### src/rtl/srb_pkg.sv
package srb_pkg;

    localparam int DATA_W      = 8;
    localparam int ADDR_W      = 7;
    localparam int PAYLOAD_W   = 1 + ADDR_W + DATA_W;
    localparam int CRC_W       = 8;
    localparam int FRAME_SHORT = PAYLOAD_W;
    localparam int FRAME_LONG  = PAYLOAD_W + CRC_W;
    localparam int FLAG_W      = 3;

    localparam logic [CRC_W-1:0]  CRC_POLY   = 8'h07;
    localparam logic [CRC_W-1:0]  CRC_SEED   = 8'h00;
    localparam logic [DATA_W-1:0] ALIGN_BYTE = 8'h25;

    // Register addresses
    localparam logic [ADDR_W-1:0] ADDR_SWITCH = 7'h00;
    localparam logic [ADDR_W-1:0] ADDR_ERRCFG = 7'h01;
    localparam logic [ADDR_W-1:0] ADDR_ERRFLG = 7'h02;
    localparam logic [ADDR_W-1:0] ADDR_IDENT  = 7'h03;

    // Flag bit positions
    localparam int FLAG_CRC  = 0;
    localparam int FLAG_CNT  = 1;
    localparam int FLAG_ADDR = 2;

    // Error configuration; packed so that crc_en is bit 0
    typedef struct packed {
        logic addr_chk;
        logic cnt_chk;
        logic crc_en;
    } srb_cfg_t;

    // One completed frame, emitted by the frame engine for one cycle
    typedef struct packed {
        logic              valid;
        logic              count_ok;
        logic              crc_ok;
        logic              wr;
        logic [ADDR_W-1:0] addr;
        logic [DATA_W-1:0] data;
    } srb_event_t;

    function automatic logic [CRC_W-1:0] crc8_step(input logic [CRC_W-1:0] c, input logic b);
        logic fb;
        fb = c[CRC_W-1] ^ b;
        return {c[CRC_W-2:0], 1'b0} ^ (fb ? CRC_POLY : '0);
    endfunction

    function automatic logic [CRC_W-1:0] crc8_word(input logic [PAYLOAD_W-1:0] w);
        logic [CRC_W-1:0] c;
        c = CRC_SEED;
        for (int i = PAYLOAD_W - 1; i >= 0; i--) begin
            c = crc8_step(c, w[i]);
        end
        return c;
    endfunction

    function automatic logic addr_readable(input logic [ADDR_W-1:0] a);
        return (a == ADDR_SWITCH) || (a == ADDR_ERRCFG) ||
               (a == ADDR_ERRFLG) || (a == ADDR_IDENT);
    endfunction

    function automatic logic addr_writable(input logic [ADDR_W-1:0] a);
        return (a == ADDR_SWITCH) || (a == ADDR_ERRCFG) || (a == ADDR_ERRFLG);
    endfunction

endpackage

### src/rtl/srb_input_sync.sv
module srb_input_sync #(
    parameter int             WIDTH   = 3,
    parameter int             STAGES  = 2,
    parameter logic [WIDTH-1:0] RST_VAL = '1
) (
    input  logic             clk,
    input  logic             rst,
    input  logic [WIDTH-1:0] d,
    output logic [WIDTH-1:0] q
);

    logic [WIDTH-1:0] stg [STAGES];

    for (genvar s = 0; s < STAGES; s++) begin : g_stage
        if (s == 0) begin : g_first
            always_ff @(posedge clk) begin
                if (rst) stg[s] <= RST_VAL;
                else     stg[s] <= d;
            end
        end else begin : g_next
            always_ff @(posedge clk) begin
                if (rst) stg[s] <= RST_VAL;
                else     stg[s] <= stg[s-1];
            end
        end
    end

    assign q = stg[STAGES-1];

endmodule

### src/rtl/srb_frame_engine.sv
module srb_frame_engine
    import srb_pkg::*;
#(
    parameter int CNT_W = 6
) (
    input  logic              clk,
    input  logic              rst,
    input  logic              cs_n_s,
    input  logic              sclk_s,
    input  logic              sdi_s,
    input  srb_cfg_t          cfg,
    input  logic [DATA_W-1:0] rd_data,
    output logic [ADDR_W-1:0] rd_addr,
    output logic              sdo_oe,
    output srb_event_t        evt
);

    localparam logic [CNT_W-1:0] CNT_MAX   = '1;
    localparam logic [CNT_W-1:0] HDR_LAST  = CNT_W'(1 + ADDR_W - 1);
    localparam logic [CNT_W-1:0] CNT_SHORT = CNT_W'(FRAME_SHORT);
    localparam logic [CNT_W-1:0] CNT_LONG  = CNT_W'(FRAME_LONG);
    localparam logic [CNT_W-1:0] BYTE1_END = CNT_W'(DATA_W);
    localparam logic [CNT_W-1:0] BYTE2_END = CNT_W'(2 * DATA_W);
    localparam logic [CNT_W-1:0] BYTE3_END = CNT_W'(3 * DATA_W);

    logic                  sclk_q, cs_q;
    logic [CNT_W-1:0]      rcnt, fcnt;
    logic [FRAME_LONG-1:0] shreg;
    logic [ADDR_W:0]       hdr_q;
    logic [DATA_W-1:0]     rdat_q;
    logic                  crc_mode_q;
    logic                  oe_q;

    logic cs_active, rise, fall, start, stop;
    logic [DATA_W-1:0]    tx_byte;
    logic                 tx_bit;
    logic [PAYLOAD_W-1:0] payload;
    logic [CRC_W-1:0]     rx_crc;
    srb_event_t           evt_next;

    assign cs_active = ~cs_n_s;
    assign rise      = cs_active &  sclk_s & ~sclk_q;
    assign fall      = cs_active & ~sclk_s &  sclk_q;
    assign start     =  cs_q & ~cs_n_s;
    assign stop      = ~cs_q &  cs_n_s;

    // Address seen on the header's last rising edge
    assign rd_addr = {shreg[ADDR_W-2:0], sdi_s};

    // Outgoing bit for the falling edge about to happen (index fcnt)
    always_comb begin
        if (fcnt < BYTE1_END)
            tx_byte = ALIGN_BYTE;
        else if (fcnt < BYTE2_END)
            tx_byte = rdat_q;
        else if (fcnt < BYTE3_END && crc_mode_q)
            tx_byte = crc8_word({hdr_q, rdat_q});
        else
            tx_byte = '1;
        tx_bit = tx_byte[~fcnt[2:0]];
    end

    // Frame completion summary
    always_comb begin
        payload = crc_mode_q ? shreg[FRAME_LONG-1:CRC_W] : shreg[PAYLOAD_W-1:0];
        rx_crc  = shreg[CRC_W-1:0];
        evt_next.valid    = stop;
        evt_next.count_ok = (rcnt == (crc_mode_q ? CNT_LONG : CNT_SHORT));
        evt_next.crc_ok   = ~crc_mode_q | (crc8_word(payload) == rx_crc);
        evt_next.wr       = ~payload[PAYLOAD_W-1];
        evt_next.addr     = payload[PAYLOAD_W-2:DATA_W];
        evt_next.data     = payload[DATA_W-1:0];
    end

    always_ff @(posedge clk) begin
        if (rst) begin
            sclk_q     <= 1'b1;
            cs_q       <= 1'b1;
            rcnt       <= '0;
            fcnt       <= '0;
            shreg      <= '0;
            hdr_q      <= '0;
            rdat_q     <= '0;
            crc_mode_q <= 1'b0;
            oe_q       <= 1'b0;
            evt        <= '0;
        end else begin
            sclk_q <= sclk_s;
            cs_q   <= cs_n_s;
            evt    <= evt_next;
            if (start) begin
                rcnt       <= '0;
                fcnt       <= '0;
                shreg      <= '0;
                crc_mode_q <= cfg.crc_en;
                oe_q       <= 1'b0;
            end else if (cs_active) begin
                if (rise) begin
                    shreg <= {shreg[FRAME_LONG-2:0], sdi_s};
                    if (rcnt != CNT_MAX) rcnt <= rcnt + 1'b1;
                    if (rcnt == HDR_LAST) begin
                        hdr_q  <= {shreg[ADDR_W-1:0], sdi_s};
                        rdat_q <= rd_data;
                    end
                end
                if (fall) begin
                    if (fcnt != CNT_MAX) fcnt <= fcnt + 1'b1;
                    oe_q <= ~tx_bit;
                end
            end else begin
                oe_q <= 1'b0;
            end
        end
    end

    assign sdo_oe = oe_q;

endmodule

### src/rtl/srb_regbank.sv
module srb_regbank
    import srb_pkg::*;
#(
    parameter logic [DATA_W-1:0] ID_VALUE  = 8'hA7,
    parameter logic [2:0]        CFG_RESET = 3'b110
) (
    input  logic              clk,
    input  logic              rst,
    input  srb_event_t        evt,
    input  logic [ADDR_W-1:0] rd_addr,
    output logic [DATA_W-1:0] rd_data,
    output srb_cfg_t          cfg,
    output logic [DATA_W-1:0] sw_ctrl,
    output logic [FLAG_W-1:0] flags
);

    localparam int CFG_W = $bits(srb_cfg_t);

    logic [FLAG_W-1:0] flag_set, flag_clr;
    logic              wr_sw, wr_cfg, addr_ok;

    always_comb begin
        case (rd_addr)
            ADDR_SWITCH: rd_data = sw_ctrl;
            ADDR_ERRCFG: rd_data = {{(DATA_W-CFG_W){1'b0}}, cfg};
            ADDR_ERRFLG: rd_data = {{(DATA_W-FLAG_W){1'b0}}, flags};
            ADDR_IDENT:  rd_data = ID_VALUE;
            default:     rd_data = '0;
        endcase
    end

    always_comb begin
        flag_set = '0;
        flag_clr = '0;
        wr_sw    = 1'b0;
        wr_cfg   = 1'b0;
        addr_ok  = evt.wr ? addr_writable(evt.addr) : addr_readable(evt.addr);
        if (evt.valid) begin
            if (!evt.count_ok) begin
                flag_set[FLAG_CNT] = cfg.cnt_chk;
            end else if (!addr_ok) begin
                flag_set[FLAG_ADDR] = cfg.addr_chk;
            end else if (evt.wr) begin
                if (!evt.crc_ok) begin
                    flag_set[FLAG_CRC] = 1'b1;
                end else begin
                    wr_sw    = (evt.addr == ADDR_SWITCH);
                    wr_cfg   = (evt.addr == ADDR_ERRCFG);
                    flag_clr = (evt.addr == ADDR_ERRFLG) ? evt.data[FLAG_W-1:0] : '0;
                end
            end
        end
    end

    always_ff @(posedge clk) begin
        if (rst) begin
            sw_ctrl <= '0;
            cfg     <= srb_cfg_t'(CFG_RESET);
            flags   <= '0;
        end else begin
            if (wr_sw)  sw_ctrl <= evt.data;
            if (wr_cfg) cfg     <= srb_cfg_t'(evt.data[CFG_W-1:0]);
            flags <= (flags & ~flag_clr) | flag_set;
        end
    end

endmodule

### src/rtl/spi_regbank_slave.sv
module spi_regbank_slave
    import srb_pkg::*;
#(
    parameter int                SYNC_STAGES = 2,
    parameter int                CNT_W       = 6,
    parameter logic [DATA_W-1:0] ID_VALUE    = 8'hA7,
    parameter logic [2:0]        CFG_RESET   = 3'b110
) (
    input  logic              clk,
    input  logic              rst,
    input  logic              sclk_i,
    input  logic              sdi_i,
    input  logic              cs_n_i,
    output logic              sdo_oe_o,
    output logic [DATA_W-1:0] sw_ctrl_o
);

    logic              cs_n_s, sclk_s, sdi_s;
    srb_cfg_t          cfg;
    srb_event_t        evt;
    logic [ADDR_W-1:0] rd_addr;
    logic [DATA_W-1:0] rd_data;
    logic [FLAG_W-1:0] flags;

    srb_input_sync #(
        .WIDTH  (3),
        .STAGES (SYNC_STAGES),
        .RST_VAL(3'b111)
    ) u_sync (
        .clk(clk),
        .rst(rst),
        .d  ({cs_n_i, sclk_i, sdi_i}),
        .q  ({cs_n_s, sclk_s, sdi_s})
    );

    srb_frame_engine #(
        .CNT_W(CNT_W)
    ) u_engine (
        .clk    (clk),
        .rst    (rst),
        .cs_n_s (cs_n_s),
        .sclk_s (sclk_s),
        .sdi_s  (sdi_s),
        .cfg    (cfg),
        .rd_data(rd_data),
        .rd_addr(rd_addr),
        .sdo_oe (sdo_oe_o),
        .evt    (evt)
    );

    srb_regbank #(
        .ID_VALUE (ID_VALUE),
        .CFG_RESET(CFG_RESET)
    ) u_regs (
        .clk    (clk),
        .rst    (rst),
        .evt    (evt),
        .rd_addr(rd_addr),
        .rd_data(rd_data),
        .cfg    (cfg),
        .sw_ctrl(sw_ctrl_o),
        .flags  (flags)
    );

endmodule

### config.mk
export PLATFORM = sky130hd
export DESIGN_NAME = spi_regbank_slave
export DESIGN_NICKNAME = d
export VERILOG_FILES = /design/src/rtl/srb_pkg.sv /design/src/rtl/srb_input_sync.sv /design/src/rtl/srb_frame_engine.sv /design/src/rtl/srb_regbank.sv /design/src/rtl/spi_regbank_slave.sv
export SDC_FILE = /design/constraint.sdc
export NUM_CORES = 1
export LEC_CHECK = 0
export BUFFER_PORTS_ARGS = -buffer_cell sky130_fd_sc_hd__buf_2
export CAP_MARGIN = 10
export CORE_UTILIZATION = 30
export CTS_BUF_LIST = sky130_fd_sc_hd__clkbuf_4 sky130_fd_sc_hd__clkbuf_8 sky130_fd_sc_hd__clkbuf_16
export DETAILED_ROUTE_END_ITERATION = 16
export GPL_ROUTABILITY_DRIVEN = 0
export PLACE_DENSITY = 0.53
export SETUP_SLACK_MARGIN = 0.1
export SLEW_MARGIN = 0
export SYNTH_ARGS = -nofsm -noshare
export SYNTH_HDL_FRONTEND = slang
export SYNTH_HIERARCHICAL = 1
export SYNTH_SLANG_ARGS = --single-unit
### constraint.sdc
create_clock -name clk -period 2.8 [get_ports clk]
set_input_delay 0.42 -clock clk [delete_from_list [all_inputs] [get_ports clk]]
set_output_delay 0.42 -clock clk [all_outputs]
set_load 0.01 [all_outputs]
==> results.json, run 1 <==
{
  "rows": 47,
  "seq_power_share_pct": 49.5,
  "stdcell_area_um2": 5600,
  "power_density_nw_per_um2": 492.3,
  "path_max_fanout": 7,
  "cts_max_level": 3,
  "yosysTopAreaCell": "dfxtp_1",
  "clock-sinks": 95,
  "ys_types": 59,
  "status": "finished clean",
  "p_comb_share_pct": 2.2,
  "coreArea_um2": 16640,
  "ctsHoldBuffers": 0,
  "p_sw_w": 0.0005645,
  "synth_seq_cells": 95,
  "drive_gt1_share_pct": 11.06,
  "slew_headroom_pct": 34.70,
  "cp-start-kind": "flip-flop",
  "setup_viol": 0,
  "start_util_pct": 30.85,
  "vias": 3941,
  "yosysWarnings": 6,
  "drc_errors": 0,
  "worstMarginPinSlew_ns": 0.9774,
  "cts_tree": "done",
  "worst-r2r-setup-slack_ns": 0.55,
  "cts_setup_buffers": 0,
  "timing.fmax_mhz": 445.3,
  "fp.dieH_um": 132.8,
  "startpoint": "u_engine/shreg[14]$_SDFFE_PP0P_",
  "drv_slew": 0,
  "grt_pass1_vias": 3838,
  "nets": 600,
  "grt.met1_usage_pct": 18.97,
  "placed_area_um2": 5273,
  "clk_latency_ns": 0.34,
  "cp.required_ns": 3.05,
  "endpoint_kind": "flip-flop",
  "setup-tns-final_ns": 0,
  "syn_area_um2": 5134,
  "crit_end": "u_engine/evt[16]$_SDFF_PP0_",
  "min_period_ns": 2.246,
  "ir_drop_v": 0.0003003,
  "port_buffers": 13,
  "worst_path_largest_cell_delay_ns": 0.57,
  "via_per_inst": 4.824,
  "syn_to_final_growth_pct": 9.091,
  "grt_pass1_wl_um": 19460,
  "synth_top_area_share_pct": 37.05,
  "min_path_type": "primary input to flip-flop",
  "arrival_ns": 2.49,
  "r2r_end": "u_engine/evt[16]$_SDFF_PP0_",
  "critPathKind": "flip-flop to flip-flop",
  "dr.pass1.iters": 5,
  "gr-total-overflow": 0,
  "io_pins": 14,
  "power_frac_clock_pct": 48.3,
  "place_ws_ns": 0.5415,
  "grt_max_degree": 31,
  "dieArea_um2": 17640,
  "path_clk_slew_ns": 0.07,
  "clockBufferDepth": 2,
  "p_leak_nw": 1.896,
  "netlist_instances": 613,
  "ctsResizeCount": 0,
  "grt_use_met3_pct": 1.992,
  "path_cells": "xnor2_2, xnor2_1, mux2_2, xnor2_1, and2_1, mux2i_1, a2bb2oi_1, o32ai_1",
  "root_buffer": "clkbuf_16",
  "cpMostUsedCell": "xnor2_1",
  "grt_util_all_layers_pct": 13.77,
  "cp_slowest_cell": "dfxtp_1",
  "synthArstFlopShare_pct": 0,
  "synth_edf_count": 0,
  "rsz0062_at_grt": "no",
  "final.setup_skew_ns": 0.009952,
  "r2r_start": "u_engine/shreg[14]$_SDFFE_PP0P_",
  "p_total_w": 0.002757,
  "cts_made_buffers": 9,
  "wl_um": 11590,
  "antenna_found_initial": 0,
  "grt_most_used_layer": "met2",
  "intPower_w": 0.002193,
  "ys.flop_type": "dfxtp_1",
  "use_met2_pct": 21.47,
  "final_antenna_net_count": 0,
  "antenna_cells": 0,
  "maxCapViolCount": 0,
  "final_hold_viol_count": 0,
  "final_util_pct": 33.65,
  "dr.first_iter.drc_count": 289,
  "synth-seq-area-share_pct": 37.05,
  "die_w_um": 132.8,
  "syn_nets": 621,
  "layout_setup_ws_ns": 0.5543,
  "post_drt_wl_per_cell_um": 14.19,
  "avgSynthCellArea_um2": 8.375,
  "sw_frac_of_total_pct": 20.47,
  "hpwlAfterDp_um": 8521,
  "period_share_pct": 80.20,
  "timing.reg2reg.worst_path_depth": 8,
  "synth_area_leaders": "dfxtp_1 37%, xnor2_1 9.4%, nand2_1 7.1%"
}
[layout make-up]
class	count	area (µm²)
clock inverter	5	81.33
fill	1722	11040
clock buffer	11	246.5
tap	220	275.3
sequential	95	1903
inverter	9	33.78
timing repair buffer	26	162.7
multi-input combinational	451	2898
[cell families (layout without fill, tap and decap cells)]
group,after synthesis,in the layout,synth area share [%]
xor+xnor,92,92,17.28
fa+ha+maj,3,3,0.7313
buf+inv,67,51,6.507
mux,30,30,6.044
compound gates,110,110,12.55
flops,95,95,37.05
simple gates,216,216,19.84
[synthesized netlist by cell type, types with 2 or more instances]
library cell / n
nor4_1: 3
o31ai_1: 10
xor2_1: 27
mux2_2: 4
inv_1: 7
or3_1: 3
nor2_1: 47
xor2_2: 2
ha_1: 3
clkbuf_2: 2
o41ai_1: 3
a21oi_1: 67
nand4_1: 14
mux2i_1: 25
or2_1: 9
o21ai_1: 4
buf_6: 3
nand2b_1: 4
buf_4: 9
nor2b_1: 2
a31oi_1: 5
o21ai_0: 8
and3_1: 7
nand2_1: 97
nand3b_1: 3
o22ai_1: 3
xnor2_2: 7
buf_2: 19
inv_2: 2
nand3_1: 6
buf_1: 3
clkbuf_1: 22
dfxtp_1: 95
xnor2_1: 55
and2_1: 2
nor3_1: 7
a211o_1: 2
[critical path: cells and delay by family (launching register included)]
kind / cells / cell delay (ns)
DFF: 1 / 0.57
AOI/OAI and AO/OA: 2 / 0.44
muxes: 2 / 0.37
xor gates and xnor gates: 3 / 0.60
and+or+nand+nor: 1 / 0.17
[metrics by stage]
step           cells  hold WS, ns
5_1_grt          817       0.2507
3_3_place_gp     801       0.3931
4_1_cts          817       0.2465
2_1_floorplan    613       0.3832
3_5_place_dp     801       0.3895
6_report         817       0.2528
[cell usage in the layout (no fill, tap or decap), drive strengths merged, types with 2 or more instances in the layout]
cell / synthesis / layout
xor2: 29 / 29
nand4: 14 / 14
clkbuf: 24 / 11
dfxtp: 95 / 95
inv: 9 / 9
buf: 34 / 26
a211o: 2 / 2
nand3: 6 / 6
nand2b: 4 / 4
xnor2: 62 / 62
nand2: 97 / 97
o21ai: 12 / 12
a221oi: 2 / 2
nor3: 8 / 8
and2: 2 / 2
clkinv: 0 / 2
o31ai: 10 / 10
nor4: 4 / 4
mux2: 5 / 5
mux2i: 25 / 25
ha: 3 / 3
or3: 3 / 3
a31oi: 5 / 5
o41ai: 3 / 3
a21oi: 67 / 67
nand3b: 3 / 3
nor2: 47 / 47
o22ai: 3 / 3
bufinv: 0 / 2
and3: 7 / 7
or2: 10 / 10
nor2b: 2 / 2
[how the worst min path moves through the flow]
| stage | from | to | slack [ns] | depth (start not counted) |
|---|---|---|---|---|
| global route | cs_n_i | u_sync/stg[0][2]$_SDFF_PP1_ | 0.25 | 2 |
| finish | sclk_i | u_sync/stg[0][1]$_SDFF_PP1_ | 0.25 | 2 |
| detailed placement | u_sync/stg[0][2]$_SDFF_PP1_ | u_sync/stg[1][2]$_SDFF_PP1_ | 0.39 | 1 |
| CTS | sclk_i | u_sync/stg[0][1]$_SDFF_PP1_ | 0.25 | 2 |
| floorplan | u_sync/stg[0][0]$_SDFF_PP1_ | u_sync/stg[1][0]$_SDFF_PP1_ | 0.38 | 1 |
| global placement | u_sync/stg[0][2]$_SDFF_PP1_ | u_sync/stg[1][2]$_SDFF_PP1_ | 0.39 | 1 |
[sequential cells by signal (all words and copies together) (netlist names)]
signal,count
u_engine/crc_mode_q,1
u_engine/cs_q,1
u_engine/evt,19
u_engine/fcnt,6
u_engine/hdr_q,8
u_engine/rcnt,6
u_engine/rdat_q,8
u_engine/sclk_q,1
u_engine/sdo_oe,1
u_engine/shreg,24
u_regs/cfg,3
u_regs/flags,3
u_regs/sw_ctrl,8
u_sync/stg,6
[routing by layer]
metal / part of all wire [%] / up-vias
li1: - / 2005
met1: 51 / 1875
met2: 45 / 49
met3: 2.5 / 12
met4: 1.7 / 0
met5: 0 / -
[power groups by stage]
stage | clock [W] | sequential [W] | combinational (W)
finish | 0.00133 | 0.00137 | 0.0000615
global route | 0.00142 | 0.00137 | 0.0000687
CTS | 0.00136 | 0.00137 | 0.0000617
detailed placement | 0 | 0.00140 | 0.0000616
global placement | 0 | 0.00140 | 0.0000603
floorplan | 0 | 0.00139 | 0.0000472
No activity file was read; power rests on OpenSTA's default activity.
==> inputs of run 2 (changes only) <==
==> constraint.sdc (replaced) <==
create_clock -name clk -period 2.1 [get_ports clk]
set_input_delay 0.315 -clock clk [delete_from_list [all_inputs] [get_ports clk]]
set_output_delay 0.315 -clock clk [all_outputs]
set_load 0.01 [all_outputs]
==> run 2 against run 1 <==
- first-iteration DRC count is 7.3% lower
- routed wire length up 5.5%
- clock skew about the same
- total power increased by 30%
- register-to-register slack worse by 0.47 ns
- core utilization rose by 2.2 points
- flip-flop and latch count is the same
- sequential power up 33%
- critical path depth unchanged
==> results.json, run 2 (same netlist as run 1, synthesis figures left out) <==
{
  "cts_tree": "done",
  "register_area_um2": 1923,
  "multi_input_area_um2": 2980,
  "antenna_found_initial": 0,
  "root_buffer": "clkbuf_16",
  "die_w_um": 132.8,
  "n_fill_cell": 1713,
  "grt_pass1_vias": 3952,
  "gr-total-overflow": 0,
  "port_buffers": 13,
  "coreArea_um2": 16640,
  "arrival_ns": 2.27,
  "drv_slew": 0,
  "clockBufferDepth": 2,
  "io_pins": 14,
  "min_path_type": "primary input to flip-flop",
  "period_share_pct": 95.80,
  "cts_max_level": 3,
  "cts_made_buffers": 9,
  "ir_drop_v": 0.0003596,
  "clk_latency_ns": 0.35,
  "rows": 47,
  "worst_path_largest_cell_delay_ns": 0.40,
  "final_antenna_net_count": 0,
  "dr.first_iter.drc_count": 268,
  "final_common_cell": "nand2_1",
  "final_cell_mix": "97 x nand2_1, 84 x dfxtp_1, 66 x a21oi_1",
  "holdPathStages": 2,
  "largest-register": "u_engine/shreg",
  "dr.pass1.iters": 4,
  "via_per_inst": 4.776,
  "drive_gt1_share_pct": 19.27,
  "clock-sinks": 95,
  "drc_errors": 0,
  "cp-start-kind": "flip-flop",
  "syn_to_final_growth_pct": 16.21,
  "cp_slowest_cell": "dfxtp_4",
  "rsz0062_at_grt": "yes",
  "holdWs_ns": 0.1419,
  "cpMostUsedCell": "xnor2_1",
  "largest_register_ffs": 24,
  "slew_headroom_pct": 64.33,
  "path_cells": "mux2i_4, xnor2_2, buf_6, xor2_1, xnor2_1, xnor2_1, or3_1, o32ai_2",
  "dieArea_um2": 17640,
  "timing.fmax_mhz": 497.1,
  "grt_util_all_layers_pct": 14.46,
  "final.setup_skew_ns": 0.01045,
  "power_density_nw_per_um2": 600.0,
  "hpwlAfterDp_um": 8981,
  "setup_viol": 0,
  "worstMarginPinSlew_ns": 0.5351,
  "endpoint_kind": "flip-flop",
  "path_clk_slew_ns": 0.07,
  "largest_registers": "u_engine/shreg (24), u_engine/evt (19)",
  "maxCapViolCount": 0,
  "post_drt_wl_per_cell_um": 14.34,
  "placed_area_um2": 5495,
  "antenna_cells": 0,
  "vias": 4074,
  "cp.required_ns": 2.36,
  "grt_pass1_wl_um": 20220,
  "grt_max_degree": 37,
  "p_leak_nw": 2.110,
  "nets": 636,
  "path_max_fanout": 5,
  "stdcell_area_um2": 5966,
  "status": "finished clean",
  "ctsHoldBuffers": 0,
  "critPathKind": "flip-flop to flip-flop",
  "final_util_pct": 35.85,
  "start_util_pct": 30.85,
  "final_hold_viol_count": 0,
  "min_period_ns": 2.012,
  "fp.dieH_um": 132.8,
  "wl_um": 12230,
  "timing.reg2reg.worst_path_depth": 8
}
-- run 2: worst max-delay path: cells and delay by family (launching register included) --
| family | cells | cell delay (ns) |
|---|---|---|
| buffers and inverters | 1 | 0.15 |
| and+or+nand+nor | 1 | 0.33 |
| xor gates and xnor gates | 4 | 0.52 |
| AOI/OAI and AO/OA | 1 | 0.28 |
| DFF | 1 | 0.40 |
| muxes | 1 | 0.25 |
-- run 2: per-layer routing --
layer | part of all wire (%) | GRT usage [%]
met1 | 48 | 19.69
met2 | 47 | 22.13
met3 | 3.7 | 2.529
met4 | 1.7 | 6.705
met5 | 0 | 0
-- run 2: metrics by stage --
stage               setup TNS [ns]  total power, W  setup WS (ns)  cells
CTS                              0        0.003633        0.07715    851
detailed placement               0        0.001945       0.001489    829
finish                           0        0.003579        0.08825    853
global placement                 0        0.001943         0.1100    829
global route              -0.01626        0.003722       -0.01626    853
floorplan                        0        0.001919         0.1057    613
-- run 2: worst paths after layout --
kind	from	endpoint	slack, ns
max	u_engine/crc_mode_q$_SDFFE_PP0P_	u_engine/evt[16]$_SDFF_PP0_	0.09
min	sdi_i	u_sync/stg[0][0]$_SDFF_PP1_	0.14
max reg2reg	u_engine/crc_mode_q$_SDFFE_PP0P_	u_engine/evt[16]$_SDFF_PP0_	0.09
min reg2reg	u_sync/stg[0][1]$_SDFF_PP1_	u_sync/stg[1][1]$_SDFF_PP1_	0.41
-- run 2: repair_timing --
| item | 4_1_cts | 5_1_grt |
|---|---|---|
| pin swaps | 15 | 8 |
| gates cloned | 0 | 0 |
| endpoints found under the setup margin | 2 | 2 |
| resized for setup | 17 | 9 |
| buffers inserted | 6 | 2 |
-- run 2: layout make-up --
class                      count  share of cell area [%]
sequential                    95                   32.24
clock inverter                 3                  0.7131
timing repair buffer          62                   7.529
tap                          220                   4.614
multi-input combinational    451                   49.96
clock buffer                  13                   4.383
inverter                       9                  0.5663
-- run 2: report_power, final --
group | total [W] | switching [W] | internal (W) | leakage (nW)
logic | 0.0000860 | 0.0000606 | 0.0000254 | 1.19
registers | 0.00182 | 0.00000872 | 0.00181 | 0.774
clock network | 0.00168 | 0.000684 | 0.000994 | 0.150
